<file path="src/rtl/tape_rx_pkg.sv">
package tape_rx_pkg;

    localparam int DW         = 8;   // character width
    localparam int OVERSAMPLE = 16;  // ticks per bit period

    localparam logic [1:0] MODE_MRESET = 2'b11;

    typedef enum logic [1:0] {
        RX_IDLE,
        RX_START,
        RX_DATA,
        RX_STOP
    } rx_state_e;

    // control byte: bit 7 interrupt enable, bits 1:0 mode (11 = master reset)
    typedef struct packed {
        logic       rie;
        logic [4:0] rsvd;
        logic [1:0] mode;
    } ctrl_t;

    // status byte: bit 7 irq, bit 2 carrier lost, bit 0 data full
    typedef struct packed {
        logic       irq;
        logic [3:0] zero_hi;
        logic       nocar;
        logic       zero_lo;
        logic       full;
    } status_t;

    function automatic status_t make_status(logic full, logic nocar, logic irq);
        status_t s;
        s         = '0;
        s.full    = full;
        s.nocar   = nocar;
        s.irq     = irq;
        return s;
    endfunction

endpackage

</file>
<file path="src/rtl/tape_rx_deser.sv">
module tape_rx_deser
    import tape_rx_pkg::*;
#(
    parameter int OVS = OVERSAMPLE,
    parameter int W   = DW
) (
    input  logic         clk,
    input  logic         rst,
    input  logic         hold,
    input  logic         tick,
    input  logic         rxd,
    output logic         load,
    output logic [W-1:0] rx_byte
);
    localparam int CW   = $clog2(OVS);
    localparam int BW   = $clog2(W);
    localparam int HALF = OVS / 2 - 1;

    rx_state_e    st;
    logic [CW-1:0] cnt;
    logic [BW-1:0] bidx;
    logic [W-1:0]  shreg;

    wire bit_end = (cnt == CW'(OVS - 1));

    always_ff @(posedge clk) begin
        load <= 1'b0;
        if (rst || hold) begin
            st    <= RX_IDLE;
            cnt   <= '0;
            bidx  <= '0;
            shreg <= '0;
        end else if (tick) begin
            unique case (st)
                RX_IDLE: begin
                    if (!rxd) begin
                        st  <= RX_START;
                        cnt <= '0;
                    end
                end
                RX_START: begin
                    if (cnt == CW'(HALF)) begin
                        cnt  <= '0;
                        bidx <= '0;
                        st   <= rxd ? RX_IDLE : RX_DATA;
                    end else begin
                        cnt <= cnt + CW'(1);
                    end
                end
                RX_DATA: begin
                    if (bit_end) begin
                        cnt   <= '0;
                        shreg <= {rxd, shreg[W-1:1]};
                        if (bidx == BW'(W - 1)) st <= RX_STOP;
                        else                    bidx <= bidx + BW'(1);
                    end else begin
                        cnt <= cnt + CW'(1);
                    end
                end
                RX_STOP: begin
                    if (bit_end) begin
                        cnt  <= '0;
                        st   <= RX_IDLE;
                        load <= rxd;
                    end else begin
                        cnt <= cnt + CW'(1);
                    end
                end
                default: st <= RX_IDLE;
            endcase
        end
    end

    assign rx_byte = shreg;

endmodule

</file>
<file path="src/rtl/tape_rx_regs.sv">
module tape_rx_regs
    import tape_rx_pkg::*;
#(
    parameter int W = DW
) (
    input  logic         clk,
    input  logic         rst,
    input  logic         wr_ctrl,
    input  logic         rd_stat,
    input  logic         rd_data,
    input  logic [W-1:0] wdata,
    input  logic         load,
    input  logic [W-1:0] rx_byte,
    input  logic         dcd,
    output ctrl_t        ctrl,
    output logic [W-1:0] data_q,
    output logic         full,
    output logic         lat,
    output logic         arm,
    output logic         irq
);
    logic dcd_q;
    wire  mreset = (ctrl.mode == MODE_MRESET);

    always_ff @(posedge clk) begin
        if (rst) begin
            ctrl   <= '0;
            data_q <= '0;
            full   <= 1'b0;
            lat    <= 1'b0;
            arm    <= 1'b0;
            dcd_q  <= dcd;
        end else begin
            dcd_q <= dcd;
            if (wr_ctrl) ctrl <= ctrl_t'(wdata);
            if (mreset) begin
                full <= 1'b0;
                lat  <= 1'b0;
                arm  <= 1'b0;
            end else begin
                if (load) begin
                    data_q <= rx_byte;
                    full   <= 1'b1;
                end else if (rd_data) begin
                    full <= 1'b0;
                end
                if (dcd && !dcd_q) begin
                    lat <= 1'b1;
                    arm <= 1'b0;
                end else if (rd_data && arm) begin
                    lat <= 1'b0;
                    arm <= 1'b0;
                end else if (rd_stat && lat) begin
                    arm <= 1'b1;
                end
            end
        end
    end

    assign irq = ctrl.rie & (full | lat);

endmodule

</file>
<file path="src/rtl/tape_rx.sv">
module tape_rx
    import tape_rx_pkg::*;
#(
    parameter int OVS = OVERSAMPLE
) (
    input  logic       clk,
    input  logic       rst,
    input  logic       cs,
    input  logic       rw,
    input  logic       rs,
    input  logic [7:0] wdata,
    output logic [7:0] rdata,
    output logic       irq_n,
    input  logic       rx_tick,
    input  logic       rxd,
    input  logic       dcd
);
    ctrl_t      ctrl;
    logic       rx_load;
    logic [7:0] rx_byte;
    logic [7:0] data_q;
    logic       rdrf;
    logic       dcd_lat;
    logic       rd_arm;
    logic       irq;
    status_t    stat;

    wire mreset  = (ctrl.mode == MODE_MRESET);
    wire rie     = ctrl.rie;
    wire wr_ctrl = cs & ~rw & ~rs;
    wire rd_stat = cs &  rw & ~rs;
    wire rd_data = cs &  rw &  rs;

    tape_rx_deser #(.OVS(OVS), .W(8)) i_deser (
        .clk     (clk),
        .rst     (rst),
        .hold    (mreset),
        .tick    (rx_tick),
        .rxd     (rxd),
        .load    (rx_load),
        .rx_byte (rx_byte)
    );

    tape_rx_regs #(.W(8)) i_regs (
        .clk     (clk),
        .rst     (rst),
        .wr_ctrl (wr_ctrl),
        .rd_stat (rd_stat),
        .rd_data (rd_data),
        .wdata   (wdata),
        .load    (rx_load),
        .rx_byte (rx_byte),
        .dcd     (dcd),
        .ctrl    (ctrl),
        .data_q  (data_q),
        .full    (rdrf),
        .lat     (dcd_lat),
        .arm     (rd_arm),
        .irq     (irq)
    );

    always_comb begin
        stat  = make_status(rdrf, dcd | dcd_lat, irq);
        rdata = rs ? data_q : stat;
    end

    assign irq_n = ~irq;

endmodule

</file>
<file path="config.mk">
export PLATFORM = sky130hd
export DESIGN_NAME = tape_rx
export DESIGN_NICKNAME = d
export VERILOG_FILES = /design/src/rtl/tape_rx_pkg.sv /design/src/rtl/tape_rx_deser.sv /design/src/rtl/tape_rx_regs.sv /design/src/rtl/tape_rx.sv
export SDC_FILE = /design/constraint.sdc
export NUM_CORES = 1
export LEC_CHECK = 0
export ABC_AREA = 1
export CAP_MARGIN = 20
export CORE_MARGIN = 10
export CORE_UTILIZATION = 25
export CTS_BUF_LIST = sky130_fd_sc_hd__clkbuf_16
export DETAILED_ROUTE_END_ITERATION = 10
export GPL_TIMING_DRIVEN = 0
export PLACE_DENSITY = 0.43
export SETUP_SLACK_MARGIN = 0.2
export SYNTH_ARGS = -nofsm -noshare
export SYNTH_HDL_FRONTEND = slang
export SYNTH_SLANG_ARGS = --single-unit
</file>
<file path="constraint.sdc">
create_clock -name clk -period 1.5 [get_ports clk]
set_clock_uncertainty 0.2 [all_clocks]
set_input_delay 0.3 -clock clk [delete_from_list [all_inputs] [get_ports clk]]
set_output_delay 0.3 -clock clk [all_outputs]
set_load 0.02 [all_outputs]
</file>
==> flow_summary.json, run 1 <==
{
  "status": "completed",
  "cp_slowest_cell": "dfxtp_4",
  "htreeDepth": 2,
  "synth_cell_type_count": 20,
  "core-area_um2": 5850,
  "combPwrFrac_pct": 9.5,
  "fin_cells": 327,
  "slew_headroom_pct": 71.1,
  "ys_async_sr_fraction_pct": 0,
  "yosysMostFrequentCell": "nand2_1",
  "io_buffers": 19,
  "final_area_um2": 2290,
  "synth.area.top_cells": "dfxtp_1 44%, nand2_1 16%, nor2_1 7.6%",
  "post-route-period-util_pct": 97.8,
  "fp.dieArea_um2": 9430,
  "drt_iter0_markers": 51,
  "clockBufferDepth": 2,
  "syn_inst": 216,
  "hold_class": "input port to flop",
  "firstDrtPassIters": 4,
  "syn_area_um2": 1490,
  "powerDensity_nw_per_um2": 911,
  "ios": 25,
  "drc_errors": 0,
  "hold_viol": 0,
  "syn_to_final_growth_pct": 53.9,
  "cts_made_buffers": 5,
  "vias": 1452,
  "peakVddDrop_v": 0.000532,
  "gp_congestion": 0.729,
  "synth_top_cell_area_share_pct": 44.4,
  "cts-root-buf": "clkbuf_16",
  "grt_overflow": 0,
  "rsz0062_at_grt": "true",
  "start_util_pct": 25.4,
  "cp_cell_sequence": "o21ai_4, o21ai_2, buf_6",
  "seqPwrFrac_pct": 43.3,
  "drive_gt1_share_pct": 41.7,
  "path_clk_slew_ns": 0.05,
  "wl_per_cell_um": 11.6,
  "start_kind": "flop",
  "tightest_slew_ns": 0.433,
  "cap_violations": 0,
  "endpoint_kind": "output port",
  "fin_nets": 270,
  "crit_path_start": "i_regs.lat$_SDFFE_PP0P_",
  "hold_start": "dcd",
  "regToRegStartpoint": "i_deser.st[0]$_SDFFE_PP0P_",
  "totalWireLength_um": 3780,
  "grtUsageTotal_pct": 8.28,
  "antenna_found_initial": 0,
  "cp_max_fo": 4,
  "die_x_um": 97.1,
  "leakagePower_nw": 0.919,
  "swShare_pct": 24.3,
  "grt_first_pass_wirelength_um": 6580,
  "grt_max_degree": 12,
  "yosys_most_used_dff": "dfxtp_1",
  "synth-seq-cells": 33,
  "place_hpwl_um": 2550,
  "p_int_mw": 1.58,
  "fill_cells": 610,
  "place_area_um2": 1830,
  "drv_slew": 0,
  "synth_nets": 235,
  "cts_tree": "yes",
  "ys_seq_area_share_pct": 44.4,
  "dpl.cell_count": 310,
  "yosysWarnings": 0,
  "fin_crit_ns": 1.47,
  "clock_latency_ns": 0.27,
  "cts.sink_count": 33,
  "synth_top_area_cell": "dfxtp_1",
  "synth_edf_count": 0,
  "ant_nets": 0,
  "die_height_um": 97.1,
  "hold_buffers": 0,
  "path_class": "flop to output port",
  "yosys-top-cells-count": "64 x nand2_1, 33 x dfxtp_1, 30 x nor2_1",
  "cp_slowest_stage_delay_ns": 0.36,
  "diodes": 0,
  "clkPwrFrac_pct": 47.2,
  "viasPerCell": 4.44,
  "rows": 28,
  "grt_pass1_vias": 1417,
  "critical_path_required_ns": 1.00,
  "finalSetupViolCount": 0,
  "p_switching_uw": 506,
  "arrival_ns": 0.97,
  "syn_avg_cell_area_um2": 6.88,
  "fmax_ghz": 0.682
}
[stage by stage]
step	TNS (ns)	power (mW)	util, %	setup slack, ns	hold WS [ns]
after floorplan	0	0.997	-	0.162	0.128
after global placement	-14.75	1.06	31.2	-1.05	0.253
after detailed placement	-14.49	1.06	31.2	-1.03	0.253
after CTS	0	2.09	37.0	0.0280	0.0989
after global routing	0	2.17	39.1	0.00378	0.146
final	0	2.08	39.1	0.0329	0.125
[power groups by stage]
| stage | clock network, mW | logic (mW) | registers [mW] |
|---|---|---|---|
| after floorplan | 0 | 0.0808 | 0.916 |
| after global placement | 0 | 0.141 | 0.920 |
| after detailed placement | 0 | 0.141 | 0.919 |
| after CTS | 1.02 | 0.171 | 0.899 |
| after global routing | 1.05 | 0.218 | 0.903 |
| final | 0.984 | 0.197 | 0.902 |
[metal layers]
metal	vias up	GRT usage, %	wire, um	part of all wire, %
li1	767	-	-	-
met1	660	9.95	1810	48
met2	17	13.4	1790	47
met3	8	2.06	81	2.1
met4	0	4.09	92	2.4
met5	-	0	0	0
[logic make-up (layout without fill, tap and decap cells)]
family | count (synthesis) | count (layout) | synth area share, %
adder cells (fa/ha/maj) | 3 | 3 | 2.53
AND/OR/NAND/NOR | 117 | 118 | 33.4
AO/OA/AOI/OAI | 36 | 36 | 12.1
flip-flops | 33 | 33 | 44.4
buffers and inverters | 27 | 62 | 7.49
[area by class of cell]
class	instances	area (um2)	area share, %
sequential	33	696	30.4
clock inverter	3	17.5	0.766
inverter	23	98.8	4.32
clock buffer	5	125	5.47
multi-input combinational	157	951	41.6
buffer	4	41.3	1.81
tap	75	93.8	4.10
timing repair buffer	27	264	11.5
[worst paths after layout]
path / endpoint / slack [ns] / depth (start not counted)
hold / removal: i_regs.dcd_q$_DFF_P_ / 0.13 / 1
setup reg to reg: i_deser.cnt[3]$_SDFFE_PP0P_ / 0.12 / 7
hold reg to reg: i_regs.data_q[3]$_SDFFE_PP0P_ / 0.26 / 2
setup / recovery: rdata[7] / 0.03 / 3
[flip-flops by register name (all words and copies together), names as in the netlist, named ones only]
signal and count:
i_deser.st 1, i_regs.full 1, i_deser.rx_byte 8, i_regs.dcd_q 1
i_regs.arm 1, i_deser.cnt 4, i_deser.load 1, i_regs.lat 1
i_regs.ctrl 3, i_regs.data_q 8, i_deser.bidx 3
[cells in the final DEF (no fill, tap or decap), types with 5 or more instances in the layout]
| cell type | synthesis | final |
|---|---|---|
| nor2_1 | 30 | 20 |
| buf_6 | 0 | 12 |
| dfxtp_2 | 0 | 13 |
| buf_4 | 1 | 6 |
| clkbuf_16 | 0 | 5 |
| nand2_2 | 2 | 10 |
| a21oi_1 | 22 | 18 |
| nand2_1 | 64 | 53 |
| dfxtp_1 | 33 | 15 |
| inv_1 | 21 | 16 |
| dfxtp_4 | 0 | 5 |
| nor2_2 | 1 | 6 |
| o21ai_2 | 0 | 6 |
| nor2_4 | 1 | 6 |
| nand3_2 | 0 | 8 |
[repair_timing]
item | in CTS | in global routing
hold endpoints to repair | 0 | 0
cloned | 2 | 0
pin swaps | 18 | 14
resized for setup | 111 | 44
endpoints found under the setup margin | 39 | 41
setup buffers | 6 | 1
[worst max-delay path: cells and delay by family (launching register included)]
family	cells	cell delay, ns
DFF	1	0.36
AOI/OAI and AO/OA	2	0.20
buffers and inverters	1	0.13
Power figures use the tool's default switching activity.
==> run 2: changes to the inputs <==
==> constraint.sdc (replaced) <==
create_clock -name clk -period 1.2 [get_ports clk]
set_clock_uncertainty 0.2 [all_clocks]
set_input_delay 0.3 -clock clk [delete_from_list [all_inputs] [get_ports clk]]
set_output_delay 0.3 -clock clk [all_outputs]
set_load 0.02 [all_outputs]
==> flow_summary.json, run 2 (synthesized netlist as in run 1, its figures left out) <==
{
  "ios": 25,
  "io_buffers": 19,
  "htreeDepth": 2,
  "fin_crit_ns": 1.48,
  "drive_gt1_share_pct": 60.3,
  "clockBufferDepth": 2,
  "cp_slowest_stage_delay_ns": 0.36,
  "peakVddDrop_v": 0.000525,
  "fp.dieArea_um2": 9430,
  "setup_ws_ns": -0.276,
  "final_util_pct": 45.5,
  "die_height_um": 97.1,
  "path_class": "flop to output port",
  "firstDrtPassIters": 4,
  "start_kind": "flop",
  "syn_to_final_growth_pct": 79.2,
  "fin_nets": 280,
  "cp_max_fo": 4,
  "slew_headroom_pct": 81.9,
  "grt_max_degree": 11,
  "cp_top_family": "flip-flops",
  "tightest_slew_ns": 0.271,
  "arrival_ns": 0.98,
  "clock_latency_ns": 0.27,
  "critical_path_required_ns": 0.70,
  "status": "complete, but fails checks",
  "cap_violations": 0,
  "cts_made_buffers": 5,
  "rows": 28,
  "grt_overflow": 0,
  "violations": "setup timing",
  "die_x_um": 97.1,
  "rsz0062_at_grt": "true",
  "diodes": 0,
  "vias": 1530,
  "endpoint_kind": "output port",
  "totalPowerFinal_mw": 2.77,
  "drt_iter0_markers": 31,
  "grt_pass1_vias": 1501,
  "fmax_ghz": 0.677,
  "drc_errors": 0,
  "antenna_found_initial": 0,
  "hold_buffers": 0,
  "cts-root-buf": "clkbuf_16",
  "place_hpwl_um": 2700,
  "drv_slew": 0,
  "cts_tree": "yes",
  "hold_viol": 0,
  "ant_nets": 0,
  "final_common_cell": "nand2_1",
  "start_util_pct": 25.4,
  "cp_num_buf_inv": 1,
  "viasPerCell": 4.54,
  "cp_cell_sequence": "o21ai_4, o21ai_2, buf_6",
  "powerDensity_nw_per_um2": 1040,
  "cts.sink_count": 33,
  "wl_per_cell_um": 12.5,
  "hold_class": "input port to flop",
  "r2r_cells": 8,
  "cp_slowest_cell": "dfxtp_4",
  "path_clk_slew_ns": 0.05,
  "grtUsageTotal_pct": 9.13,
  "finalSetupViolCount": 33,
  "grt_first_pass_wirelength_um": 7240,
  "holdPathStages": 1,
  "core-area_um2": 5850,
  "gp_congestion": 0.733,
  "mostFrequentLayoutCells": "35 x nand2_1, 21 x nand2_4, 17 x nor2_1, 17 x buf_6",
  "totalWireLength_um": 4220,
  "cp.depth": 3,
  "leakagePower_nw": 1.14,
  "post-route-period-util_pct": 123
}
## run 2: stage by stage
stage / worst slack, ns / TNS [ns] / instance area [um2] / instances / hold slack [ns]
2_1_floorplan: -0.138 / -1.24 / 1700 / 216 / 0.128
3_3_place_gp: -1.13 / -25.14 / 1990 / 310 / 0.245
3_5_place_dp: -1.12 / -24.61 / 1990 / 310 / 0.248
4_1_cts: -0.294 / -3.59 / 2490 / 332 / 0.158
5_1_grt: -0.317 / -6.16 / 2660 / 337 / 0.165
6_report: -0.276 / -4.18 / 2660 / 337 / 0.161
## run 2: worst reg2reg max path, cell delays in order (launching register included)
cell     delay [ns]
dfxtp_4        0.35
ha_4           0.17
nand3_4        0.11
inv_6          0.11
nand2_2        0.07
nand2_4        0.10
nand3_2        0.06
nand2_1        0.06
nor2_1         0.04
## run 2: cell type report
cell class	count	area, um2
flip-flops and latches	33	697
clock inverters	2	7.51
clock buffers	6	150
multi-input cells	158	1180
fillers	589	3190
inverters	23	131
plain buffers	4	51.3
repair buffers	36	350
well taps	75	93.8
## run 2: repair_timing
action	in CTS	in global routing
gates resized for setup	144	44
endpoints found under the setup margin	41	41
pin swaps	23	20
gates cloned	2	1
buffers inserted	12	4
## run 2: routing by layer
layer / part of all wire, % / routed length, um / track usage (%)
met3: 4.3 / 182 / 2.63
met2: 46 / 1950 / 13.7
met4: 1.3 / 56 / 3.41
met5: 0 / 0 / 0
met1: 48 / 2040 / 12.0
## run 2: path summary, 6_finish.rpt
kind                                from                            to  slack (ns)
max              i_regs.lat$_SDFFE_PP0P_                      rdata[7]       -0.28
min                                  dcd          i_regs.dcd_q$_DFF_P_        0.16
max reg2reg  i_deser.cnt[0]$_SDFFE_PP0P_  i_deser.bidx[1]$_SDFFE_PP0P_       -0.18
min reg2reg      i_regs.arm$_SDFFE_PP0P_       i_regs.arm$_SDFFE_PP0P_        0.26
## run 2: report_power, final
part	switching [mW]	total, mW	internal [mW]	leakage, nW
Sequential	0.0216	1.13	1.11	0.278
Combinational	0.167	0.297	0.130	0.782
Clock	0.461	1.34	0.880	0.0808
Total	0.650	2.77	2.12	1.14
==> run 3: changes to the inputs <==
--- a/config.mk
+++ b/config.mk
@@ -10,9 +10,10 @@
 export CORE_MARGIN = 10
 export CORE_UTILIZATION = 25
 export CTS_BUF_LIST = sky130_fd_sc_hd__clkbuf_16
+export CTS_CLUSTER_DIAMETER = 200
 export DETAILED_ROUTE_END_ITERATION = 10
 export GPL_TIMING_DRIVEN = 0
-export PLACE_DENSITY = 0.43
+export PLACE_DENSITY = 0.45
 export SETUP_SLACK_MARGIN = 0.2
 export SYNTH_ARGS = -nofsm -noshare
 export SYNTH_HDL_FRONTEND = slang
==> flow_summary.json, run 3 (synthesized netlist as in run 1, its figures left out) <==
{
  "status": "complete, but fails checks",
  "violations": "setup timing",
  "fill_cells": 564,
  "ios": 25,
  "tightest_slew_ns": 0.241,
  "setup_ws_ns": -0.266,
  "reg2reg_to": "i_deser.rx_byte[3]$_SDFFE_PP0P_",
  "io_buffers": 19,
  "post-route-period-util_pct": 122,
  "final_util_pct": 44.6,
  "peakVddDrop_v": 0.000573,
  "cts_made_buffers": 5,
  "grt_max_degree": 12,
  "cp_max_fo": 3,
  "cp_slowest_stage_delay_ns": 0.36,
  "clkPwrFrac_pct": 46.2,
  "diodes": 0,
  "grtUsageTotal_pct": 8.82,
  "place_hpwl_um": 2620,
  "timing.hold.ws_ns": 0.162,
  "fp.dieArea_um2": 9430,
  "die_height_um": 97.1,
  "fin_nets": 279,
  "regToRegStartpoint": "i_deser.cnt[1]$_SDFFE_PP0P_",
  "start_kind": "flop",
  "cts-root-buf": "clkbuf_16",
  "firstDrtPassIters": 4,
  "finalSetupViolCount": 26,
  "path_clk_slew_ns": 0.05,
  "totalWireLength_um": 4110,
  "hold_class": "input port to flop",
  "swShare_pct": 24.6,
  "path_class": "flop to output port",
  "drive_gt1_share_pct": 59.8,
  "cp_slowest_cell": "dfxtp_4",
  "gp_congestion": 0.728,
  "clock_latency_ns": 0.27,
  "cap_violations": 0,
  "multi_input_area_um2": 1170,
  "arrival_ns": 0.97,
  "fin_cells": 336,
  "endpoint_kind": "output port",
  "cp_cell_sequence": "o21ai_4, o21ai_2, buf_6",
  "rows": 28,
  "core-area_um2": 5850,
  "hold_buffers": 0,
  "regToRegSetupSlack_ns": -0.23,
  "htreeDepth": 2,
  "drt_iter0_markers": 33,
  "leakagePower_nw": 1.15,
  "seqPwrFrac_pct": 42.6,
  "drc_errors": 0,
  "place_area_um2": 1990,
  "dpl.cell_count": 310,
  "ant_nets": 0,
  "antenna_found_initial": 0,
  "drv_slew": 0,
  "syn_to_final_growth_pct": 75.6,
  "p_int_mw": 2.00,
  "holdPathStages": 3,
  "slew_headroom_pct": 83.9,
  "grt_overflow": 0,
  "hold_viol": 0,
  "critical_path_required_ns": 0.70,
  "worstHoldEndpoint": "i_regs.arm$_SDFFE_PP0P_",
  "mostFrequentLayoutCells": "33 x nand2_1, 22 x nand2_4, 16 x nor2_1",
  "final_common_cell": "nand2_1",
  "grt_pass1_vias": 1502,
  "viasPerCell": 4.51,
  "die_x_um": 97.1,
  "p_switching_uw": 651,
  "clockBufferDepth": 2,
  "wl_per_cell_um": 12.2,
  "final_area_um2": 2610,
  "cts_tree": "yes",
  "cts.sink_count": 33,
  "hold_start": "rw",
  "finalSetupTns_ns": -3.99,
  "start_util_pct": 25.4,
  "ff_latch_area_um2": 697,
  "powerDensity_nw_per_um2": 1010,
  "fin_crit_ns": 1.47,
  "grt_first_pass_wirelength_um": 6930,
  "r2r_cells": 7,
  "fmax_ghz": 0.682,
  "vias": 1517,
  "combPwrFrac_pct": 11.2,
  "rsz0062_at_grt": "true"
}
run 3: changes by cell type in the layout (fill, tap and decap cells not counted), sizes merged:
cell / before / now
clkinv: 2 / 3
buf: 28 / 30
clkbuf: 10 / 7
clkdlybuf4s15: 1 / 0
run 3: critical path, delay by kind of cell (launching register included):
kind,cells,cell delay [ns]
flops,1,0.36
buf+inv,1,0.12
compound gates,2,0.21
run 3: worst max path at each step:
stage	from	endpoint	slack (ns)
4_1_cts	i_regs.lat$_SDFFE_PP0P_	rdata[2]	-0.29
5_1_grt	i_regs.lat$_SDFFE_PP0P_	rdata[2]	-0.30
3_3_place_gp	rs	rdata[7]	-1.11
2_1_floorplan	i_deser.bidx[1]$_SDFFE_PP0P_	i_deser.bidx[1]$_SDFFE_PP0P_	-0.14
6_report	i_regs.lat$_SDFFE_PP0P_	rdata[7]	-0.27
3_5_place_dp	rs	rdata[7]	-1.11
run 3: layout make-up:
class	instances	area share (%)
Buffer	4	1.97
Clock buffer	5	4.79
Clock inverter	3	0.623
Inverter	23	4.94
Multi-Input combinational cell	158	44.9
Sequential cell	33	26.7
Tap cell	75	3.60
Timing Repair Buffer	35	12.5
run 3: stage by stage:
step,worst slack [ns],total power [mW]
finish,-0.266,2.65
global placement,-1.11,1.36
CTS,-0.289,2.66
detailed placement,-1.11,1.36
global route,-0.298,2.79
floorplan,-0.138,1.28
run 3: power groups by stage:
stage / registers [mW] / logic (mW) / clock network [mW]
floorplan: 1.15 / 0.128 / 0
detailed placement: 1.15 / 0.207 / 0
finish: 1.13 / 0.296 / 1.22
global route: 1.13 / 0.324 / 1.33
CTS: 1.13 / 0.269 / 1.26
global placement: 1.15 / 0.209 / 0
run 3: layer usage:
metal / share of wire (%) / vias to the layer above / GRT usage (%)
li1: - / 787 / -
met1: 50 / 702 / 11.0
met2: 46 / 23 / 13.9
met3: 3.1 / 5 / 2.77
met4: 1.1 / 0 / 3.06
met5: 0 / - / 0
run 3: repair_timing:
item,CTS,global route
endpoints found under the setup margin,41,40
resized for setup,141,44
gates cloned,3,0
hold endpoints to repair,0,0
pin swaps,22,20
buffers inserted,12,3
